--- src/rtl/rxq_pkg.sv ---
package rxq_pkg;
  localparam int CHAR_W = 8;
  // bit positions of the interrupt enables / pending vector
  localparam int IDX_OVR = 0;
  localparam int IDX_THR = 1;
  localparam int IDX_TMO = 2;
  localparam int N_COND  = 3;
endpackage

--- src/rtl/rxq_store.sv ---
module rxq_store #(
  parameter int DEPTH  = 16,
  parameter int WORD_W = 12,
  localparam int AW    = (DEPTH > 1) ? $clog2(DEPTH) : 1,
  localparam int LVL_W = $clog2(DEPTH + 1)
) (
  input  logic              clk,
  input  logic              rst,
  input  logic              clr,
  input  logic              push,
  input  logic              pop,
  input  logic              rd_strobe,
  input  logic [WORD_W-1:0] wdata,
  output logic [WORD_W-1:0] rdata,
  output logic [LVL_W-1:0]  level_q,
  output logic [LVL_W-1:0]  level_nx
);
  logic [WORD_W-1:0] mem [DEPTH];
  logic [AW-1:0] wr_ptr, rd_ptr;

  function automatic logic [AW-1:0] bump(input logic [AW-1:0] p);
    if (p == AW'(DEPTH - 1)) return '0;
    return p + AW'(1);
  endfunction

  always_comb begin
    level_nx = level_q;
    if (clr) level_nx = '0;
    else if (push && !pop) level_nx = level_q + LVL_W'(1);
    else if (pop && !push) level_nx = level_q - LVL_W'(1);
  end

  // storage array without reset so it maps onto block RAM
  always_ff @(posedge clk) begin
    if (push) mem[wr_ptr] <= wdata;
  end

  always_ff @(posedge clk) begin
    if (rst) begin
      wr_ptr  <= '0;
      rd_ptr  <= '0;
      level_q <= '0;
      rdata   <= '0;
    end else begin
      level_q <= level_nx;
      if (clr) begin
        wr_ptr <= '0;
        rd_ptr <= '0;
      end else begin
        if (push) wr_ptr <= bump(wr_ptr);
        if (pop)  rd_ptr <= bump(rd_ptr);
      end
      if (rd_strobe) rdata <= pop ? mem[rd_ptr] : '0;
    end
  end
endmodule

--- src/rtl/rxq_timeout.sv ---
module rxq_timeout #(
  parameter int TMO_W = 8
) (
  input  logic             clk,
  input  logic             rst,
  input  logic             restart,
  input  logic             active,
  input  logic             tick,
  input  logic [TMO_W-1:0] limit,
  output logic             expire_nx
);
  logic [TMO_W-1:0] cnt_q, cnt_nx;

  always_comb begin
    cnt_nx = cnt_q;
    if (restart || !active) cnt_nx = '0;
    else if (tick && cnt_q != {TMO_W{1'b1}}) cnt_nx = cnt_q + TMO_W'(1);
  end

  assign expire_nx = (limit != '0) && (cnt_nx >= limit);

  always_ff @(posedge clk) begin
    if (rst) cnt_q <= '0;
    else     cnt_q <= cnt_nx;
  end
endmodule

--- src/rtl/rxq_status.sv ---
module rxq_status #(
  parameter int LVL_W = 5
) (
  input  logic                     clk,
  input  logic                     rst,
  input  logic                     clr,
  input  logic                     ovr_event,
  input  logic                     tmo_nx,
  input  logic [LVL_W-1:0]         level_nx,
  input  logic [LVL_W-1:0]         thr_nx,
  input  logic [rxq_pkg::N_COND-1:0] en_nx,
  output logic                     not_empty,
  output logic                     ovr,
  output logic                     thr,
  output logic                     tmo,
  output logic                     irq
);
  import rxq_pkg::*;
  logic [N_COND-1:0] pend_nx;
  logic              ovr_nx;

  assign ovr_nx = clr ? 1'b0 : (ovr | ovr_event);

  always_comb begin
    pend_nx          = '0;
    pend_nx[IDX_OVR] = ovr_nx;
    pend_nx[IDX_THR] = level_nx > thr_nx;
    pend_nx[IDX_TMO] = tmo_nx;
  end

  always_ff @(posedge clk) begin
    if (rst) begin
      not_empty <= 1'b0;
      ovr       <= 1'b0;
      thr       <= 1'b0;
      tmo       <= 1'b0;
      irq       <= 1'b0;
    end else begin
      not_empty <= level_nx != '0;
      ovr       <= ovr_nx;
      thr       <= pend_nx[IDX_THR];
      tmo       <= pend_nx[IDX_TMO];
      irq       <= |(pend_nx & en_nx);
    end
  end
endmodule

--- src/rtl/rx_char_queue.sv ---
module rx_char_queue #(
  parameter int DEPTH   = 16,
  parameter int TMO_W   = 8,
  localparam int CHAR_W = rxq_pkg::CHAR_W,
  localparam int LVL_W  = $clog2(DEPTH + 1),
  localparam int WORD_W = CHAR_W + 4
) (
  input  logic              clk,
  input  logic              rst,
  input  logic              rx_valid,
  input  logic [CHAR_W-1:0] rx_char,
  input  logic              rx_brk,
  input  logic              rx_par,
  input  logic              rx_frm,
  input  logic              char_tick,
  input  logic              cfg_wr,
  input  logic [LVL_W-1:0]  cfg_thresh,
  input  logic [TMO_W-1:0]  cfg_timeout,
  input  logic [2:0]        cfg_irq_en,
  input  logic              fifo_clear,
  input  logic              rd_req,
  output logic [WORD_W-1:0] rd_word,
  output logic [LVL_W-1:0]  fill_level,
  output logic              stat_not_empty,
  output logic              stat_overrun,
  output logic              stat_thresh,
  output logic              stat_timeout,
  output logic              irq
);
  import rxq_pkg::*;

  logic [LVL_W-1:0]  thr_q, thr_nx, level_nx;
  logic [TMO_W-1:0]  tmo_q, tmo_nx;
  logic [N_COND-1:0] en_q, en_nx;
  logic              full, pop_ok, push_ok, ovr_event, expire_nx;
  logic [WORD_W-1:0] wword;

  always_comb begin
    thr_nx = cfg_wr ? cfg_thresh  : thr_q;
    tmo_nx = cfg_wr ? cfg_timeout : tmo_q;
    en_nx  = cfg_wr ? cfg_irq_en  : en_q;
  end

  always_ff @(posedge clk) begin
    if (rst) begin
      thr_q <= LVL_W'(DEPTH / 2);
      tmo_q <= TMO_W'(1);
      en_q  <= '0;
    end else begin
      thr_q <= thr_nx;
      tmo_q <= tmo_nx;
      en_q  <= en_nx;
    end
  end

  assign full      = fill_level == LVL_W'(DEPTH);
  assign pop_ok    = rd_req && !fifo_clear && (fill_level != '0);
  assign push_ok   = rx_valid && !fifo_clear && (!full || pop_ok);
  assign ovr_event = rx_valid && !fifo_clear && full && !pop_ok;
  assign wword     = {rx_brk, rx_par, rx_frm, 1'b1, rx_char};

  rxq_store #(.DEPTH(DEPTH), .WORD_W(WORD_W)) u_store (
    .clk(clk), .rst(rst), .clr(fifo_clear),
    .push(push_ok), .pop(pop_ok), .rd_strobe(rd_req),
    .wdata(wword), .rdata(rd_word),
    .level_q(fill_level), .level_nx(level_nx)
  );

  rxq_timeout #(.TMO_W(TMO_W)) u_timer (
    .clk(clk), .rst(rst),
    .restart(push_ok || pop_ok || fifo_clear),
    .active(fill_level != '0),
    .tick(char_tick), .limit(tmo_nx),
    .expire_nx(expire_nx)
  );

  rxq_status #(.LVL_W(LVL_W)) u_status (
    .clk(clk), .rst(rst), .clr(fifo_clear),
    .ovr_event(ovr_event), .tmo_nx(expire_nx),
    .level_nx(level_nx), .thr_nx(thr_nx), .en_nx(en_nx),
    .not_empty(stat_not_empty), .ovr(stat_overrun),
    .thr(stat_thresh), .tmo(stat_timeout), .irq(irq)
  );
endmodule

--- config.mk ---
export PLATFORM = sky130hd
export DESIGN_NAME = rx_char_queue
export DESIGN_NICKNAME = d
export VERILOG_FILES = /design/src/rtl/rxq_pkg.sv /design/src/rtl/rxq_store.sv /design/src/rtl/rxq_timeout.sv /design/src/rtl/rxq_status.sv /design/src/rtl/rx_char_queue.sv
export SDC_FILE = /design/constraint.sdc
export NUM_CORES = 1
export LEC_CHECK = 0
export ABC_AREA = 1
export ABC_CLOCK_PERIOD_IN_PS = 2300
export BUFFER_PORTS_ARGS = -buffer_cell sky130_fd_sc_hd__buf_2
export CORE_MARGIN = 3
export CORE_UTILIZATION = 39
export CTS_BUF_LIST = sky130_fd_sc_hd__clkbuf_8 sky130_fd_sc_hd__clkbuf_16
export CTS_CLUSTER_DIAMETER = 60
export DETAILED_ROUTE_END_ITERATION = 8
export PLACE_DENSITY_LB_ADDON = 0.08
export SYNTH_ARGS = -nofsm -noshare
export SYNTH_HDL_FRONTEND = slang
export SYNTH_HIERARCHICAL = 1
export SYNTH_SLANG_ARGS = --single-unit
--- constraint.sdc ---
create_clock -name clk -period 2.3 [get_ports clk]
set_input_delay 0.345 -clock clk [delete_from_list [all_inputs] [get_ports clk]]
set_output_delay 0.345 -clock clk [all_outputs]
set_load 0.03 [all_outputs]
==> flow_summary_export.csv, run 1 <==
group,metric,value,unit
placed_design,gp_congestion,0.772,
power,power,0.00971,W
route,num_vias,8130,
placed_design,dp_hpwl,17000,microns
layout,nets,1413,
worst_setup_path,required,2730,ps
power,p_leak,6.08,nW
worst_setup_path,crit_buf_inv,4,
floorplanning,core,28800,sq um
layout,fin_area,13800,sq um
sta,clock.fmax,435,MHz
worst_setup_path,path_max_fanout,5,
layout,syn2layout_area_growth,20.7,%
sta,timing.final.crit_period,2300,ps
floorplanning,ios,56,
power,peakVddDrop,513,uV
power,power.density,704,nW/um^2
placed_design,place_area,12600,sq um
synth,synth_async_sr_flop_share,0,%
layout,insertedDiodeCount,0,
synth,yosysSeqAreaShare,60.6,%
worst_setup_path,arrival,2730,ps
route,detail-route-antenna-nets,0,
floorplanning,die_h,177,microns
clocking,cts_buffer_depth,3,
global_routing,antenna_found_initial,0,
layout,final_common_cell,"nand2_1",
clocking,insertion_delay,550,ps
sta,tightest_slew,565,ps
synth,synth-seq-cells,250,
sta,fin_crit_sh,99.9,%
route,remaining_drc_errors,0,
global_routing,grt.total_usage,17.6,%
worst_setup_path,cpMaxStageDelayCell,"dfxtp_2",
worst_setup_path,crit_path_max_incr_delay,330,ps
route,drt_wl_total,27500,microns
synth,ys.flop_type,"edfxtp_1",
placed_design,io_buffers,55,
clocking,htreeDepth,1,
floorplanning,die_area,31400,sq um
global_routing,grt_max_degree,50,
sta,setup_viol,0,
clocking,cts_hold_buf,0,
sta,rsz0062_at_grt,"yes",
route,drt_iter0_drc,420,
global_routing,grt_pass1_vias,7691,
floorplanning,start_util,39.7,%
clocking,cts_root_buffer,"clkbuf_16",
synth,syn-instance-count,1227,
sta,slew_headroom,62.3,%
layout,final_cell_mix,"nand2_1 (365), inv_1 (212), edfxtp_1 (192), nand3_1 (163), buf_4 (67)",
floorplanning,dieWidth,177,microns
worst_setup_path,end_kind,"register",
status,status,"finished clean",
layout,layout-drive-gt1-share,19.3,%
sta,finalMaxSlewViolations,0,
global_routing,grt_first_pass_wirelength,42900,microns
global_routing,overflow,0,
route,routedWlPerCell,15.6,microns
synth,synth_area,11400,sq um
route,viasPerCell,4.61,
clocking,clock_sinks,250,
synth,yosys_warnings,6,
clocking,clkTransAtPathRegs,60,ps
synth,syn_avg_cell_area,9.32,sq um
worst_hold_path,hold_class,"primary input to register",
sta,hold_violations,0,
clocking,cts_inserted_buffers,29,
sta,skew,18.2,ps
worst_setup_path,crit_type,"register to register",
synth,synth-edff-count,192,
route,first_pass_iters,4,
worst_setup_path,critPathTopFamily,"simple AND/OR/NAND/NOR gates",
run,cap_violations,0,
worst_setup_path,crit_path_start_kind,"register",
worst_setup_path,path_cells,"nor2_4 > nand3_1 > nand2_2 > nand2_2 > nor2_4 > buf_6 > nand3_1 > inv_1 > ha_1 > a21oi_2 > o21a_1 > a21oi_2 > inv_1 > nor2_2 > nand2_1 > nand2_1 > inv_1 > nand2_1",
floorplanning,rows,62,
clocking,tritoncts,"done",
synth,synth_cell_types,40,
==> timing repair <==
item,4_1_cts,5_1_grt
endpoints found under the setup margin,2,4
pin swaps,16,15
buffers inserted,15,1
resized for setup,19,26
endpoints found under the hold margin,0,0
==> flip-flops by register name, summed over array words and instances (netlist names), named ones only <==
name,cells
u_status/not_empty,1
tmo_q,8
u_status/thr,1
u_timer/cnt_q,8
u_store/mem,192
thr_q,5
u_status/irq,1
u_store/level_q,5
u_status/ovr,1
en_q,3
u_store/rd_ptr,4
u_store/wr_ptr,4
u_status/tmo,1
u_store/rdata,12
==> cells in the mapped netlist, types with 3 or more instances <==
cell | n | area share, %
buf_6 | 9 | 0.89
nor2_1 | 50 | 1.6
clkbuf_1 | 13 | 0.43
nand2_2 | 11 | 0.60
inv_1 | 211 | 6.9
nor2_4 | 4 | 0.39
o21ai_0 | 3 | 0.13
nand3_2 | 4 | 0.35
a21oi_1 | 33 | 1.4
nand2_1 | 371 | 12
nor3_1 | 10 | 0.44
nand2_4 | 5 | 0.49
buf_1 | 5 | 0.16
nand4_1 | 4 | 0.22
dfxtp_1 | 58 | 10
a21oi_2 | 9 | 0.69
ha_1 | 21 | 2.3
nor2_2 | 6 | 0.33
nand3_1 | 165 | 7.2
buf_2 | 20 | 0.88
edfxtp_1 | 192 | 50
==> final cells by class <==
cell class / count / area [sq um]
clock buffer: 29 / 726
clock inverter: 25 / 184
fill: 2708 / 15000
inverter: 213 / 807
multi-input combinational: 729 / 3630
sequential: 250 / 6940
tap: 384 / 480
timing repair buffer: 135 / 1030
==> per-layer routing <==
metal  up-vias  part of all wire (%)  track usage, %
met5         -                     0               0
met4         0                   2.8            5.07
met3        49                   3.0            2.32
met2       120                    46            28.2
met1      3788                    49            25.0
li1       4173                     -               -
==> worst reg2reg max path: stages (launching register included) <==
cell and delay, ps:
dfxtp_2 330, nor2_4 140, nand3_1 130, nand2_2 110, nand2_2 70, nor2_4 170
buf_6 160, nand3_1 110, inv_1 80, ha_1 250, a21oi_2 120, o21a_1 130
a21oi_2 60, inv_1 70, nor2_2 40, nand2_1 90, nand2_1 50, inv_1 40
nand2_1 40
==> per-stage QoR <==
step	setup TNS (ps)	hold slack (ps)	cells	utilization [%]	worst slack, ps
final	0	47.4	1765	47.9	2.63
after global routing	-304	48.8	1765	47.9	-215
after CTS	-10.1	21.2	1765	47.5	-10.1
after detailed placement	-337	438	1696	43.7	-189
after global placement	-265	433	1696	43.7	-165
after floorplan	0	414	1242	-	3.47
==> worst paths after layout <==
kind                                          from  cells past startpoint  slack [ps]           end
worst min-delay path                 cfg_thresh[3]                      3          50      thr_q[3]
worst max-delay path            u_store/level_q[1]                     18           3  u_status/irq
worst min register to register            tmo_q[0]                      2         450      tmo_q[0]
worst max register to register  u_store/level_q[1]                     18           3  u_status/irq
==> power by group <==
group	internal (W)	switching, W
logic	0.000157	0.000308
clock network	0.00252	0.00181
registers	0.00489	0.0000150
==> cells by family (layout without fill, tap and decap cells) <==
kind of cell | Yosys count | in the layout | share of synthesized area, %
DFF | 250 | 250 | 60.6
adders and majority gates | 21 | 21 | 2.30
buffers and inverters | 263 | 402 | 9.83
and+or+nand+nor | 639 | 639 | 24.5
other | 1 | 16 | 0.0328
xor gates and xnor gates | 2 | 2 | 0.153
AOI/OAI and AO/OA | 51 | 51 | 2.63
Note: power is estimated with default switching activity, not from simulation.
==> run 2: changes to the inputs <==
--- a/config.mk
+++ b/config.mk
@@ -16,5 +16,4 @@
 export PLACE_DENSITY_LB_ADDON = 0.08
 export SYNTH_ARGS = -nofsm -noshare
 export SYNTH_HDL_FRONTEND = slang
-export SYNTH_HIERARCHICAL = 1
 export SYNTH_SLANG_ARGS = --single-unit
==> run 2 against run 1 <==
The flow now finishes with violations (negative setup slack). Non-clock buffer count is 3 lower. Sequential power is 6.1% lower. First-iteration DRC count is 19% higher. Flip-flop and latch count is 16 lower. Synthesized cell count is 22% lower. Fmax is 1.0% lower. Worst setup slack worse by 24 ps. Critical path type unchanged. Highest routed layer is now met5.
==> flow_summary_export.csv, run 2 <==
group,metric,value,unit
placed_design,placedCellCount,1375,
synth,synth_top_area_share,52.1,%
status,violations,"negative setup slack",
power,power.density,736,nW/um^2
floorplanning,start_util,39.9,%
sta,timing.final.crit_period,2320,ps
power,peakVddDrop,587,uV
route,num_vias,6966,
route,routedWlPerCell,16.7,microns
clocking,cts_inserted_buffers,27,
global_routing,grt.total_usage,16.7,%
route,drt_wl_total,23800,microns
sta,timing.final.ws_setup,-21.7,ps
placed_design,io_buffers,55,
worst_hold_path,hold_class,"primary input to register",
worst_setup_path,end_kind,"register",
worst_setup_path,crit_buf_inv,0,
sta,hold_violations,0,
floorplanning,core,25400,sq um
synth,synth_cell_types,40,
route,viasPerCell,4.88,
sta,clock.fmax,431,MHz
worst_setup_path,path_cells,"ha_4 > nand3_2 > nor2_2 > nand3_1 > nand2_2 > mux2i_2 > nor2_1 > ha_1 > a21oi_2 > o21ai_1 > nand2_1 > o2111ai_2 > nand3_1 > nand2_1",
synth,yosysSeqAreaShare,63.5,%
placed_design,dp_hpwl,15500,microns
synth,ys.flop_type,"edfxtp_1",
route,drt_iter0_drc,499,
global_routing,grt_pass1_vias,6808,
synth,synth_area,10100,sq um
worst_setup_path,crit_path_start_kind,"register",
floorplanning,die_h,167,microns
worst_setup_path,crit_start,"u_timer.cnt_q[0]",
worst_setup_path,required,2720,ps
worst_setup_path,crit_type,"register to register",
clocking,clkTransAtPathRegs,60,ps
synth,yosysMostFrequentCell,"edfxtp_1",
worst_hold_path,hold_path_startpoint,"cfg_timeout[0]",
placed_design,gp_congestion,0.805,
layout,syn2layout_area_growth,21.4,%
worst_setup_path,arrival,2740,ps
synth,ys_top_cells_by_count,"edfxtp_1 (176), nand2_1 (139), inv_1 (133), nand3_1 (84), a21oi_1 (69)",
route,remaining_drc_errors,0,
global_routing,overflow,0,
route,detail-route-antenna-nets,0,
floorplanning,die_area,28000,sq um
layout,largestRegisters,"u_store.mem (176), u_store.rdata (12)",
worst_setup_path,critPathTopFamily,"simple AND/OR/NAND/NOR gates",
synth,syn_avg_cell_area,10.6,sq um
synth,syn-instance-count,959,
layout,layout-drive-gt1-share,20.6,%
worst_setup_path,cpMaxStageDelayCell,"dfxtp_2",
sta,skew,18.6,ps
global_routing,grt_first_pass_wirelength,37300,microns
synth,synth_fp_nets,1015,
clocking,cts_hold_buf,0,
layout,nets,1131,
worst_setup_path,crit_path_max_incr_delay,350,ps
floorplanning,dieWidth,167,microns
sta,rsz0062_at_grt,"yes",
clocking,tritoncts,"done",
worst_setup_path,r2r-start,"u_timer.cnt_q[0]",
layout,insertedDiodeCount,0,
clocking,cts_buffer_depth,3,
status,status,"finished, violations left",
global_routing,grt_max_degree,89,
clocking,cts_root_buffer,"clkbuf_16",
route,first_pass_iters,5,
floorplanning,rows,58,
clocking,clock_sinks,234,
synth,synth-seq-cells,234,
sta,slew_headroom,65.9,%
synth,synth_async_sr_flop_share,0,%
layout,final_cell_mix,"edfxtp_1 (176), inv_1 (140), nand2_1 (137), nand3_1 (79), a21oi_1 (68)",
worst_setup_path,path_max_fanout,4,
global_routing,antenna_found_initial,2,
clocking,htreeDepth,1,
layout,largest-register,"u_store.mem",
synth,synth_area_leader_cell,"edfxtp_1",
layout,instances_no_fill,1426,
floorplanning,ios,56,
synth,yosys_warnings,0,
power,p_leak,4.81,nW
sta,tightest_slew,511,ps
clocking,insertion_delay,540,ps
synth,synth_area_leaders,"edfxtp_1 (52%), dfxtp_1 (11%), nand2_1 (5.1%)",
sta,setup_viol,2,
layout,largest_register_ffs,176,
sta,fin_crit_sh,101,%
sta,finalMaxSlewViolations,0,
sta,fin_setup_tns,-40.6,ps
run,cap_violations,0,
synth,synth-edff-count,176,
layout,final_common_cell,"edfxtp_1",
==> run 2: metrics by stage <==
step	util, %	worst slack [ps]	hold slack, ps	total power (W)	cell area (sq um)
after global placement	44.6	-23.1	434	0.00525	11300
after CTS	48.0	8.52	40.1	0.00917	12200
after detailed placement	44.6	-58.5	442	0.00525	11300
after global routing	48.5	-173	60.8	0.00941	12300
after floorplan	-	14.3	424	0.00502	10200
final	48.5	-21.7	64.2	0.00907	12300
==> run 2: cell type report <==
class	count	area, sq um
clock inverters	21	105
inverters	135	509
fillers	2433	13100
multi-input cells	545	3130
well taps	330	413
repair buffers	132	991
flip-flops and latches	234	6460
clock buffers	29	703
==> run 2: cells by family after synthesis <==
group / Yosys count / synth area share, %
and+or+nand+nor: 324 / 14.5
DFF: 234 / 63.5
muxes: 11 / 1.09
buffers and inverters: 180 / 7.18
AOI/OAI and AO/OA: 179 / 10.2
xor gates and xnor gates: 9 / 0.777
adders and majority gates: 22 / 2.71
==> run 2: layer usage <==
layer | up-vias | GRT usage [%] | routed length (microns)
li1 | 3521 | - | -
met1 | 3275 | 23.4 | 11100
met2 | 126 | 27.8 | 11200
met3 | 40 | 2.81 | 1100
met4 | 4 | 3.56 | 466
met5 | - | 0 | 30
==> run 2: repair_timing <==
item,in CTS,in global routing
resized for setup,10,26
endpoints found under the setup margin,2,3
hold endpoints to repair,0,0
pin swaps,2,14
setup buffers,0,1
==> run 2: worst paths after layout <==
| kind | to | slack, ps | cells past startpoint |
|---|---|---|---|
| min | tmo_q[0] | 60 | 3 |
| max | u_status.irq | -20 | 14 |
| min reg2reg | tmo_q[0] | 460 | 2 |
| max reg2reg | u_status.irq | -20 | 14 |
==> run 2: tightest hold or removal path, stage by stage <==
cell and delay [ps]:
buf_2 80, nand2_1 60, nand3_1 80
==> run 2: power by group <==
group / switching (W) / internal (W)
logic: 0.000366 / 0.000213
clock network: 0.00168 / 0.00220
registers: 0.0000228 / 0.00458
